$ cat config.mk
export PLATFORM = sky130hd
export DESIGN_NAME = rtc_irq_unit
export DESIGN_NICKNAME = d
export VERILOG_FILES = /design/src/rtl/rtc_irq_pkg.sv /design/src/rtl/rtc_irq_ctrl.sv /design/src/rtl/rtc_rate_div.sv /design/src/rtl/rtc_irq_datapath.sv /design/src/rtl/rtc_irq_unit.sv
export SDC_FILE = /design/constraint.sdc
export NUM_CORES = 1
export LEC_CHECK = 0
export ABC_AREA = 1
export CAP_MARGIN = 5
export CORE_UTILIZATION = 50
export CTS_BUF_LIST = sky130_fd_sc_hd__clkbuf_16
export CTS_CLUSTER_DIAMETER = 200
export DETAILED_ROUTE_END_ITERATION = 10
export GPL_TIMING_DRIVEN = 0
export PLACE_DENSITY = 0.79
export SLEW_MARGIN = 20
export SYNTH_ARGS = -nofsm -noshare
export SYNTH_HDL_FRONTEND = slang
export SYNTH_HIERARCHICAL = 1
export SYNTH_SLANG_ARGS = --single-unit
$ cat constraint.sdc
create_clock -name clk -period 1.8 [get_ports clk]
set_input_delay 0.36 -clock clk [delete_from_list [all_inputs] [get_ports clk]]
set_output_delay 0.36 -clock clk [all_outputs]
set_load 0.05 [all_outputs]
$ cat src/rtl/rtc_irq_pkg.sv
`timescale 1ns/1ps
package rtc_irq_pkg;
  localparam int ADDR_W    = 2;
  localparam int DATA_W    = 8;
  localparam logic [ADDR_W-1:0] SEL_RATE = 2'd0;
  localparam logic [ADDR_W-1:0] SEL_CTRL = 2'd1;
  localparam logic [ADDR_W-1:0] SEL_FLAG = 2'd2;
  localparam logic [DATA_W-1:0] RATE_MASK = 8'h0F;
  localparam logic [DATA_W-1:0] CTRL_MASK = 8'h70;
  localparam logic [DATA_W-1:0] RATE_RESET = 8'h06;

  typedef struct packed {
    logic ctlWr;
    logic rateWr;
    logic flagRd;
  } regStrobe_t;
endpackage

$ cat src/rtl/rtc_irq_ctrl.sv
`timescale 1ns/1ps
module rtc_irq_ctrl
  import rtc_irq_pkg::*;
(
  input  logic [ADDR_W-1:0] regSel,
  input  logic              regWr,
  input  logic              regRd,
  output regStrobe_t        stb
);
  always_comb begin
    stb.ctlWr  = regWr && (regSel == SEL_CTRL);
    stb.rateWr = regWr && (regSel == SEL_RATE);
    stb.flagRd = regRd && (regSel == SEL_FLAG);
  end
endmodule

$ cat src/rtl/rtc_rate_div.sv
`timescale 1ns/1ps
module rtc_rate_div #(
  parameter int DIV_W  = 15,
  parameter int RATE_W = 4
) (
  input  logic              clk,
  input  logic              rstN,
  input  logic              refTick,
  input  logic [RATE_W-1:0] rateCode,
  output logic              periodicTick
);
  logic [DIV_W-1:0] refCount;
  logic [DIV_W-1:0] lowMask;

  always_ff @(posedge clk or negedge rstN) begin
    if (!rstN) refCount <= '0;
    else if (refTick) refCount <= refCount + 1'b1;
  end

  // bits below (rate-1) must all be ones for a tick
  always_comb begin
    for (int i = 0; i < DIV_W; i++)
      lowMask[i] = (i < (int'(rateCode) - 1));
  end

  assign periodicTick = refTick && (rateCode != '0) && (&(refCount | ~lowMask));
endmodule

$ cat src/rtl/rtc_irq_datapath.sv
`timescale 1ns/1ps
module rtc_irq_datapath
  import rtc_irq_pkg::*;
#(
  parameter int RATE_W = 4
) (
  input  logic              clk,
  input  logic              rstN,
  input  regStrobe_t        stb,
  input  logic [ADDR_W-1:0] regSel,
  input  logic [DATA_W-1:0] wrData,
  input  logic              periodicTick,
  input  logic              alarmHit,
  input  logic              updateDone,
  output logic [RATE_W-1:0] rateCode,
  output logic [DATA_W-1:0] rdData,
  output logic [DATA_W-1:0] flagReg,
  output logic              irq
);
  logic [DATA_W-1:0] ctrlByte;
  logic [DATA_W-1:0] rateByte;
  logic [2:0]        srcFlag;   // {periodic, alarm, update}
  logic [2:0]        srcEvent;
  logic              summary;

  assign srcEvent = {periodicTick, alarmHit, updateDone};

  always_ff @(posedge clk or negedge rstN) begin
    if (!rstN) begin
      ctrlByte <= '0;
      rateByte <= RATE_RESET;
      srcFlag  <= '0;
    end else begin
      if (stb.ctlWr)  ctrlByte <= wrData & CTRL_MASK;
      if (stb.rateWr) rateByte <= wrData & RATE_MASK;
      srcFlag <= (stb.flagRd ? 3'b000 : srcFlag) | srcEvent;
    end
  end

  assign summary  = |(srcFlag & ctrlByte[6:4]);
  assign flagReg  = {summary, srcFlag, 4'b0000};
  assign irq      = summary;
  assign rateCode = rateByte[RATE_W-1:0];

  always_comb begin
    case (regSel)
      SEL_RATE: rdData = rateByte;
      SEL_CTRL: rdData = ctrlByte;
      SEL_FLAG: rdData = flagReg;
      default:  rdData = '0;
    endcase
  end

  AST_FLAG_HOLD: assert property (@(posedge clk) disable iff (!rstN)
    (|srcFlag) && !stb.flagRd |=> ((srcFlag & $past(srcFlag)) == $past(srcFlag)));
  AST_READ_FLUSH: assert property (@(posedge clk) disable iff (!rstN)
    stb.flagRd && !(|srcEvent) |=> (srcFlag == 3'b000));
  AST_EVENT_WINS: assert property (@(posedge clk) disable iff (!rstN)
    alarmHit |=> srcFlag[1]);
  AST_NO_IRQ_DISABLED: assert property (@(posedge clk) disable iff (!rstN)
    (ctrlByte[6:4] == 3'b000) |-> !irq);
  AST_RATE_OFF: assert property (@(posedge clk) disable iff (!rstN)
    (rateByte == 8'h00) |-> !periodicTick);
endmodule

$ cat src/rtl/rtc_irq_unit.sv
`timescale 1ns/1ps
module rtc_irq_unit
  import rtc_irq_pkg::*;
#(
  parameter int DIV_W  = 15,
  parameter int RATE_W = 4
) (
  input  logic              clk,
  input  logic              rstN,
  input  logic              refTick,
  input  logic              alarmHit,
  input  logic              updateDone,
  input  logic [ADDR_W-1:0] regSel,
  input  logic              regWr,
  input  logic              regRd,
  input  logic [DATA_W-1:0] wrData,
  output logic [DATA_W-1:0] rdData,
  output logic [DATA_W-1:0] flagReg,
  output logic              irq
);
  regStrobe_t        stb;
  logic [RATE_W-1:0] rateCode;
  logic              periodicTick;

  rtc_irq_ctrl u_ctrl (
    .regSel(regSel), .regWr(regWr), .regRd(regRd), .stb(stb)
  );

  rtc_rate_div #(.DIV_W(DIV_W), .RATE_W(RATE_W)) u_div (
    .clk(clk), .rstN(rstN), .refTick(refTick),
    .rateCode(rateCode), .periodicTick(periodicTick)
  );

  rtc_irq_datapath #(.RATE_W(RATE_W)) u_dp (
    .clk(clk), .rstN(rstN), .stb(stb), .regSel(regSel), .wrData(wrData),
    .periodicTick(periodicTick), .alarmHit(alarmHit), .updateDone(updateDone),
    .rateCode(rateCode), .rdData(rdData), .flagReg(flagReg), .irq(irq)
  );
endmodule

# After elaboration in Yosys (flattened, before gate mapping)

Cells that the tools add are included.

$add $sub $neg: 2
$lt $le $gt $ge: 15
Eq/ne operators: 2
Muxes and demuxes: 2
Bitwise operators: 4
Reduce and logical (&&, ||, !) cells: 9

Operators by type and width:

| cell                                                                  | count |
|---|---|
| 5-bit by 32-bit < comparator with 1-bit output (first input constant) | 7 |
| 4-bit by 32-bit < comparator with 1-bit output (first input constant) | 4 |
| 3-bit by 32-bit < comparator with 1-bit output (first input constant) | 2 |
| 1-bit by 32-bit < comparator with 1-bit output (first input constant) | 1 |
| 2-bit by 32-bit < comparator with 1-bit output (first input constant) | 1 |
| 8-bit one-hot mux with 3 select lines                                 | 1 |
| 15-bit by 1-bit adder with 15-bit output (second input constant)      | 1 |
| 15-bit inverter                                                       | 1 |
| 15-bit OR                                                             | 1 |
| 15-bit AND reduction                                                  | 1 |
| 1-bit logical AND                                                     | 5 |
| 4-bit by 1-bit subtractor with 5-bit output (second input constant)   | 1 |
| 4-bit nonzero test                                                    | 1 |
| 3-bit AND                                                             | 1 |
| 3-bit 2-to-1 mux                                                      | 1 |
| 3-bit OR                                                              | 1 |
| 3-bit OR reduction                                                    | 1 |
| 2-bit by 1-bit == test with 1-bit output (second input constant)      | 1 |
| 2-bit == test (second input constant)                                 | 1 |
| 2-bit logical NOT                                                     | 1 |

Bits in registers: 25
Bits of input ports: 17
Output and inout port bits: 17
Word-level logic and storage cells: 38

# Depth between registers and ports, before layout

Gate-level depths: netlist of run 1.

Word-level depth: 7
Gate-level depth with buffers: 13
Gate-level depth less buffers: 13

# By module

The synthesis of run 1 kept the hierarchy.

By module, submodules not included:

| module           | instances | cells an instance | area an instance (µm²) | seq. area each (µm²) |
|---|---|---|---|---|
| rtc_rate_div     | 1         | 141               | 1007.2                 | 375.4 |
| rtc_irq_datapath | 1         | 64                | 505.5                  | 252.7 |
| rtc_irq_ctrl     | 1         | 7                 | 26.3                   | 0.0 |

# Worst setup path before layout of run 1

No wires, ideal clock.

Path type: flip-flop to output port
Start point: register u_dp.srcFlag[0]
End point: output port rdData[7]
Arrival: 1.596 ns
Required time: 1.440 ns
Slack: -0.156 ns
Cell stages (with the launch flop): 5
Buffers on the path: 0
Cells stage by stage: dfrtp_1 nand2_1 nand3_1 nand2_1 inv_1

Longest elaborated chain between the ends: 3

Ends and longest elaborated chain:

| item                                  | RTL line               | text |
|---|---|---|
| from (decl)                           | rtc_irq_datapath.sv:22 | `logic [2:0] srcFlag;` |
| from (signal assigned)                | rtc_irq_datapath.sv:36 | `srcFlag <= (stb.flagRd ? 3'b000 : srcFlag) \| srcEvent;` |
| 3-bit AND                             | rtc_irq_datapath.sv:40 | `assign summary = \|(srcFlag & ctrlByte[6:4]);` |
| 3-bit OR reduction                    | rtc_irq_datapath.sv:40 |  |
| via irq                               | rtc_irq_unit.sv:19     | `output logic irq` |
| 8-bit one-hot mux with 3 select lines | rtc_irq_datapath.sv:46 | `case (regSel)` |
| to (decl)                             | rtc_irq_unit.sv:17     | `output logic [DATA_W-1:0] rdData,` |

The timed path passes the listed nets, and every way through them passes these cells.

# Worst setup path after layout of run 1

Start point: register u_dp.rateByte[1]
End point: register u_dp.srcFlag[2]

Longest elaborated chain between the ends: 7
Elaborated cells on any way between the ends: 23
Classes of those cells: add/sub (1); order compare (15); bitwise (3); reduce/logical (4)

Ends and longest elaborated chain:

| item                                                                   | RTL line               | text |
|---|---|---|
| from (decl)                                                            | rtc_irq_datapath.sv:21 | `logic [DATA_W-1:0] rateByte;` |
| from (signal assigned)                                                 | rtc_irq_datapath.sv:35 | `if (stb.rateWr) rateByte <= wrData & RATE_MASK;` |
| 4-bit by 1-bit subtractor with 5-bit output                            | rtc_rate_div.sv:23     | `lowMask[i] = (i < (int'(rateCode) - 1));` |
| 1-bit by 32-bit < comparator with 1-bit output (tied with other cells) | rtc_rate_div.sv:23     |  |
| 15-bit inverter                                                        | rtc_rate_div.sv:26     | `assign periodicTick = refTick && (rateCode != '0) && (&(refCount \| ~lowMask));` |
| 15-bit OR                                                              | rtc_rate_div.sv:26     |  |
| 15-bit AND reduction                                                   | rtc_rate_div.sv:26     |  |
| 1-bit logical AND (*)                                                  | rtc_rate_div.sv:26     |  |
| via periodicTick                                                       | rtc_irq_unit.sv:23     | `logic periodicTick;` |
| 3-bit OR (*)                                                           | rtc_irq_datapath.sv:36 |  |

Mark *: on every way through the listed nets, which the timed path passes. The rest lies on a longest branch.
A chain may end at the register's enable or synchronous reset.

==> flow_summary.ini, run 1 <==
[outcome]
status = finished with violations
violations = DRC

[clock_tree]
clk_pin_slew_ps = 60
insertion_delay_ps = 260
cts_sinks = 25
cts_buffers = 3
cts_buffer_depth = 2
cts_setup_buffers = 0
postCtsHoldBufs = 0
cts_root_buf = clkbuf_16
htree_levels = 1
cts_tree = done

[floorplan]
initial_utilization = 0.544
ios = 34
design.die.area_sq_um = 3300
fp.dieH_um = 57.5
num_rows = 19
die_x_um = 57.5
core_area_sq_um = 2830

[critical_path]
path_class = flip-flop to flip-flop
cp_slowest_cell = dfstp_2
cp_max_fo = 5
worstPathCellList = inv_1 > ha_4 > inv_1 > nand2_1 > nand3_1 > nand2_1 > nand3_1 > nand2_1 > nand2_1 > a21oi_2 > o21bai_1
cpPeakStageDelay_ps = 550
crit_required_ps = 1990
cpMostUsedCell = nand2_1
arrival_ps = 1920
r2r_cells = 11
crit_path_end_kind = flip-flop
start_kind = flip-flop

[layout]
fin_area_sq_um = 1970
diodes = 0
area_growth_pct = 28.2
fin_nets = 268
instances_no_fill = 278
num-fill-cells = 226
drive_gt1_frac = 0.186

[sta]
finalCritPeriodShare = 0.961
finalHoldViolCount = 0
drv_slew = 0
skew_ps = 2.22
fin_ws_ps = 70.1
min_period_ps = 1730
holdWs_ps = 78.0
setup_violations = 0
clock.fmax_mhz = 578
tns_ps = 0
slew_headroom = 0.640
tightestPinTransition_ps = 540
rsz0062_at_grt = yes

[global_routing]
overflow = 0
antenna_found_initial = 0
grt_first_pass_wirelength_um = 5310
grt_pass1_vias = 1235
gr-usage-all-layers = 0.212
grt_max_degree = 26

[min_path]
hold_path_class = input pin to async pin

[route]
routed_via_density = 4.96
firstDrtPassIters = 7
routedWlPerCell_um = 11.7
drc_errors = 4
drt_iter0_markers = 33
wl_um = 3260
ant_nets = 0
vias = 1379

[placement]
post_dp_cell_area_sq_um = 1890
port_buffers = 28
dp_hpwl_um = 2330
dp_slack_ps = -615
place_congestion = 0.811
place_inst = 274

[power_and_ir_drop]
powerDensity_nw_per_um2 = 1180
leakagePower_nw = 1.08
ir_worst_vdd_mv = 0.603

[synthesis]
syn_inst = 212
syn_area_per_cell_sq_um = 7.26
ys_types = 25
ys_seq_elements = 25
ys_seq_area_frac = 0.408
yosys_warnings = 6
syn_area_sq_um = 1540

[run]
cap_violations = 0
## cell type report
type	count	area, sq um	share of cell area
timing repair buffer	28	256	0.130
buffer	5	37.5	0.0190
multi-input combinational	145	779	0.395
sequential	25	629	0.319
clock inverter	1	3.75	0.00190
clock buffer	3	75.1	0.0380
inverter	40	153	0.0774
tap	31	38.8	0.0197
## kinds of logic after synthesis
logic type      Yosys count  share of synthesized area
other cells               1                    0.00244
compound gates           24                     0.0878
fa+ha+maj                 3                     0.0244
xor+xnor                  9                     0.0512
simple gates            105                      0.304
flops                    25                      0.408
buf+inv                  45                      0.122
## critical path, delay by kind of cell, from the launching register on
kind                     cells  cell delay [ps]
buffers and inverters        2              160
adder cells (fa/ha/maj)      1              300
AO/OA/AOI/OAI                2              230
AND/OR/NAND/NOR              6              420
flip-flops                   1              550
## sequential cells by signal (all words and copies together), names as in the netlist
name            cells
u_div/refCount     15
u_dp/rateByte       4
u_dp/srcFlag        3
u_dp/ctrlByte       3
## synthesized netlist by cell type
cell type,count,area (sq um)
nor2_2,4,25.0
inv_2,3,11.3
dfstp_2,2,52.6
nand3_1,18,90.1
ha_1,3,37.5
xor2_1,8,70.1
o21ai_0,11,55.1
nand3b_1,1,7.51
o21ai_1,5,25.0
nand2_1,60,225
a21oi_1,2,10.0
o21a_1,1,7.51
dfrtp_1,23,576
or2_2,1,6.26
inv_1,37,139
nand2_2,4,25.0
nor3_4,1,16.3
nand3b_2,1,11.3
nand4_1,1,6.26
o21bai_1,5,37.5
xnor2_1,1,8.76
nor2_1,12,45.0
conb_1,1,3.75
nor3_1,2,10.0
buf_4,5,37.5
## power breakdown
| part | switching (mW) | internal, mW | total (mW) |
|---|---|---|---|
| combinational | 0.623 | 0.342 | 0.965 |
| sequential | 0.166 | 0.717 | 0.882 |
| clock | 0.188 | 0.297 | 0.485 |
| total | 0.976 | 1.36 | 2.33 |
## layer usage
metal	wire (um)	part of all wire	global-route usage	vias to the layer above
li1	-	-	-	712
met1	1500	0.46	0.259	626
met2	1570	0.48	0.360	31
met3	119	0.036	0.0499	10
met4	74	0.023	0.0836	0
met5	0	0	0	-
## final timing paths
path | startpoint | end | slack (ps)
setup / recovery | u_dp/rateByte[1]$_DFFE_PN1P_ | u_dp/srcFlag[2]$_DFF_PN0_ | 70
hold / removal | rstN | u_div/refCount[9]$_DFFE_PN0P_ | 80
setup reg to reg | u_dp/rateByte[1]$_DFFE_PN1P_ | u_dp/srcFlag[2]$_DFF_PN0_ | 70
hold reg to reg | u_div/refCount[14]$_DFFE_PN0P_ | u_div/refCount[14]$_DFFE_PN0P_ | 510
max in group asynchronous | rstN | u_dp/rateByte[0]$_DFFE_PN0P_ | 1330
min in group clk | refTick | u_div/refCount[0]$_DFFE_PN0P_ | 470
## per-stage QoR
stage / utilization / total power, mW
3_5_place_dp: 0.667 / 1.82
6_report: 0.697 / 2.33
5_1_grt: 0.697 / 2.49
2_1_floorplan: - / 1.55
4_1_cts: 0.693 / 2.32
3_3_place_gp: 0.667 / 1.79
## cells in the final DEF, fill, tap and decap left out, types with 5 or more instances in the layout
| cell | instances |
|---|---|
| clkdlybuf4s50_1 | 11 |
| dfrtp_1 | 22 |
| nand2_1 | 59 |
| o21ai_0 | 11 |
| buf_4 | 12 |
| inv_1 | 36 |
| nor2_2 | 5 |
| nor2_1 | 11 |
| o21bai_1 | 5 |
| nand3_1 | 17 |
| xor2_1 | 8 |
## what timing repair did
item,in CTS,in global routing
pin swaps,0,1
setup endpoints to repair,13,13
gates resized for setup,60,9
No activity file was read; power rests on OpenSTA's default activity.
==> run 2: changes to the inputs <==
Settings changed: CORE_UTILIZATION 50 to 52, CTS_BUF_LIST sky130_fd_sc_hd__clkbuf_16 to sky130_fd_sc_hd__clkbuf_4, PLACE_DENSITY 0.79 to 0.82.
==> run 2 against run 1 <==
Effect of this change:
- the flow now finishes without violations
- count of clock-buffer cells in the layout grew 1
- global-route usage up 0.30 points
- power down 9.9%
==> flow_summary.ini, run 2 (same netlist as run 1, synthesis figures left out) <==
[outcome]
status = complete, no violations

[floorplan]
initial_utilization = 0.553
ios = 34
num_rows = 19
core_area_sq_um = 2780
die_x_um = 56.4
design.die.area_sq_um = 3180
fp.dieH_um = 56.4

[run]
cap_violations = 0

[sta]
drv_slew = 0
holdWs_ps = 22.8
min_period_ps = 1740
finalHoldViolCount = 0
tightestPinTransition_ps = 562
clock.fmax_mhz = 574
setup_violations = 0
slew_headroom = 0.626
rsz0062_at_grt = yes
finalCritPeriodShare = 0.968
skew_ps = 4.58
fin_ws_ps = 58.1

[global_routing]
grt_first_pass_wirelength_um = 5460
overflow = 0
antenna_found_initial = 0
grt_pass1_vias = 1327
gr-usage-all-layers = 0.215
grt_max_degree = 26

[layout]
drive_gt1_frac = 0.197
layout_commonest_cell = nand2_1
top_register = u_div/refCount
finish.utilization = 0.693
layout_common_cells = 59 x nand2_1, 35 x inv_1, 22 x dfrtp_1
area_growth_pct = 25.3
fin_nets = 270
largest_register_ffs = 15
largestRegisters = u_div/refCount: 15 flops, u_dp/rateByte: 4 flops
num-fill-cells = 245
instances_no_fill = 280
diodes = 0

[clock_tree]
clk_pin_slew_ps = 130
cts_buffer_depth = 2
htree_levels = 1
cts_tree = done
cts_sinks = 25
cts_root_buf = clkbuf_4
insertion_delay_ps = 310
cts_buffers = 3

[route]
firstDrtPassIters = 4
drc_errors = 0
ant_nets = 0
vias = 1387
wl_met2_um = 1560
routedWlPerCell_um = 11.2
drt_iter0_markers = 56
wl_met1_um = 1410
routed_via_density = 4.95
highest_layer = met4
wl_um = 3150
wl_met3_um = 143

[critical_path]
path_class = flip-flop to flip-flop
arrival_ps = 1950
crit_path_end_kind = flip-flop
r2r_cells = 13
start_kind = flip-flop
crit_required_ps = 2010
cp_max_fo = 7

[placement]
dp_hpwl_um = 2430
port_buffers = 28
place_congestion = 0.813
place_inst = 274
dp_slack_ps = -644

[power_and_ir_drop]
ir_worst_vdd_mv = 0.883
leakagePower_nw = 1.06
powerDensity_nw_per_um2 = 1090

[min_path]
hold_path_class = input pin to async pin
[run 2: report_power, final]
part	total [mW]	internal [mW]	switching (mW)
Sequential	0.849	0.714	0.135
Clock	0.260	0.101	0.158
Combinational	0.991	0.359	0.632
[run 2: worst max-delay path: stages, from the launching register on]
cell	delay [ps]
dfstp_2	570
inv_1	70
ha_2	200
inv_1	80
nand2_1	70
nand2_2	130
nor2_1	50
nand2_1	60
nand2_1	50
nand2_1	50
inv_1	30
nand2_1	60
a21oi_1	60
o21bai_1	150
[run 2: per-layer routing]
layer | vias to the layer above | track usage
met5 | - | 0
met4 | 0 | 0.0767
met3 | 6 | 0.0253
met2 | 38 | 0.386
met1 | 627 | 0.265
li1 | 716 | -
[run 2: path summary, 6_finish.rpt]
kind	to	slack, ps	start
setup / recovery	u_dp/srcFlag[2]$_DFF_PN0_	60	u_dp/rateByte[1]$_DFFE_PN1P_
hold / removal	u_dp/srcFlag[2]$_DFF_PN0_	20	rstN
setup reg to reg	u_dp/srcFlag[2]$_DFF_PN0_	60	u_dp/rateByte[1]$_DFFE_PN1P_
hold reg to reg	u_div/refCount[14]$_DFFE_PN0P_	510	u_div/refCount[14]$_DFFE_PN0P_
max in group asynchronous	u_dp/rateByte[0]$_DFFE_PN0P_	1380	rstN
min in group clk	u_div/refCount[0]$_DFFE_PN0P_	350	refTick
[run 2: through the flow]
step                      total power [mW]  setup TNS [ps]  instance area [sq um]
after floorplan                       1.55               0                   1570
after global placement                1.79           -5320                   1890
after detailed placement              1.82           -5610                   1890
after CTS                             2.09           -11.0                   1910
after global routing                  2.27           -58.4                   1930
final                                 2.10               0                   1930
[run 2: repair_timing]
item / CTS / global route
setup buffers: 0 / 2
resized for setup: 64 / 8
pin swaps: 1 / 0
hold buffers: 0 / 0
setup endpoints to repair: 14 / 12
[run 2: layout make-up]
type                    instances  area, sq um  area share
multi-input cells             145          776       0.402
flip-flops and latches         25          629       0.326
repair buffers                 30          264       0.137
inverters                      40          153      0.0792
well taps                      31         38.8      0.0201
plain buffers                   5         37.5      0.0195
clock buffers                   4         30.0      0.0156
==> run 3: changes to the inputs <==
Settings changed: CORE_UTILIZATION 52 to 50, CTS_BUF_LIST sky130_fd_sc_hd__clkbuf_4 to sky130_fd_sc_hd__clkbuf_16, PLACE_DENSITY 0.82 to 0.79.
==> results of run 3 <==
Final layout, timing and power as in run 1 (identical DEF).
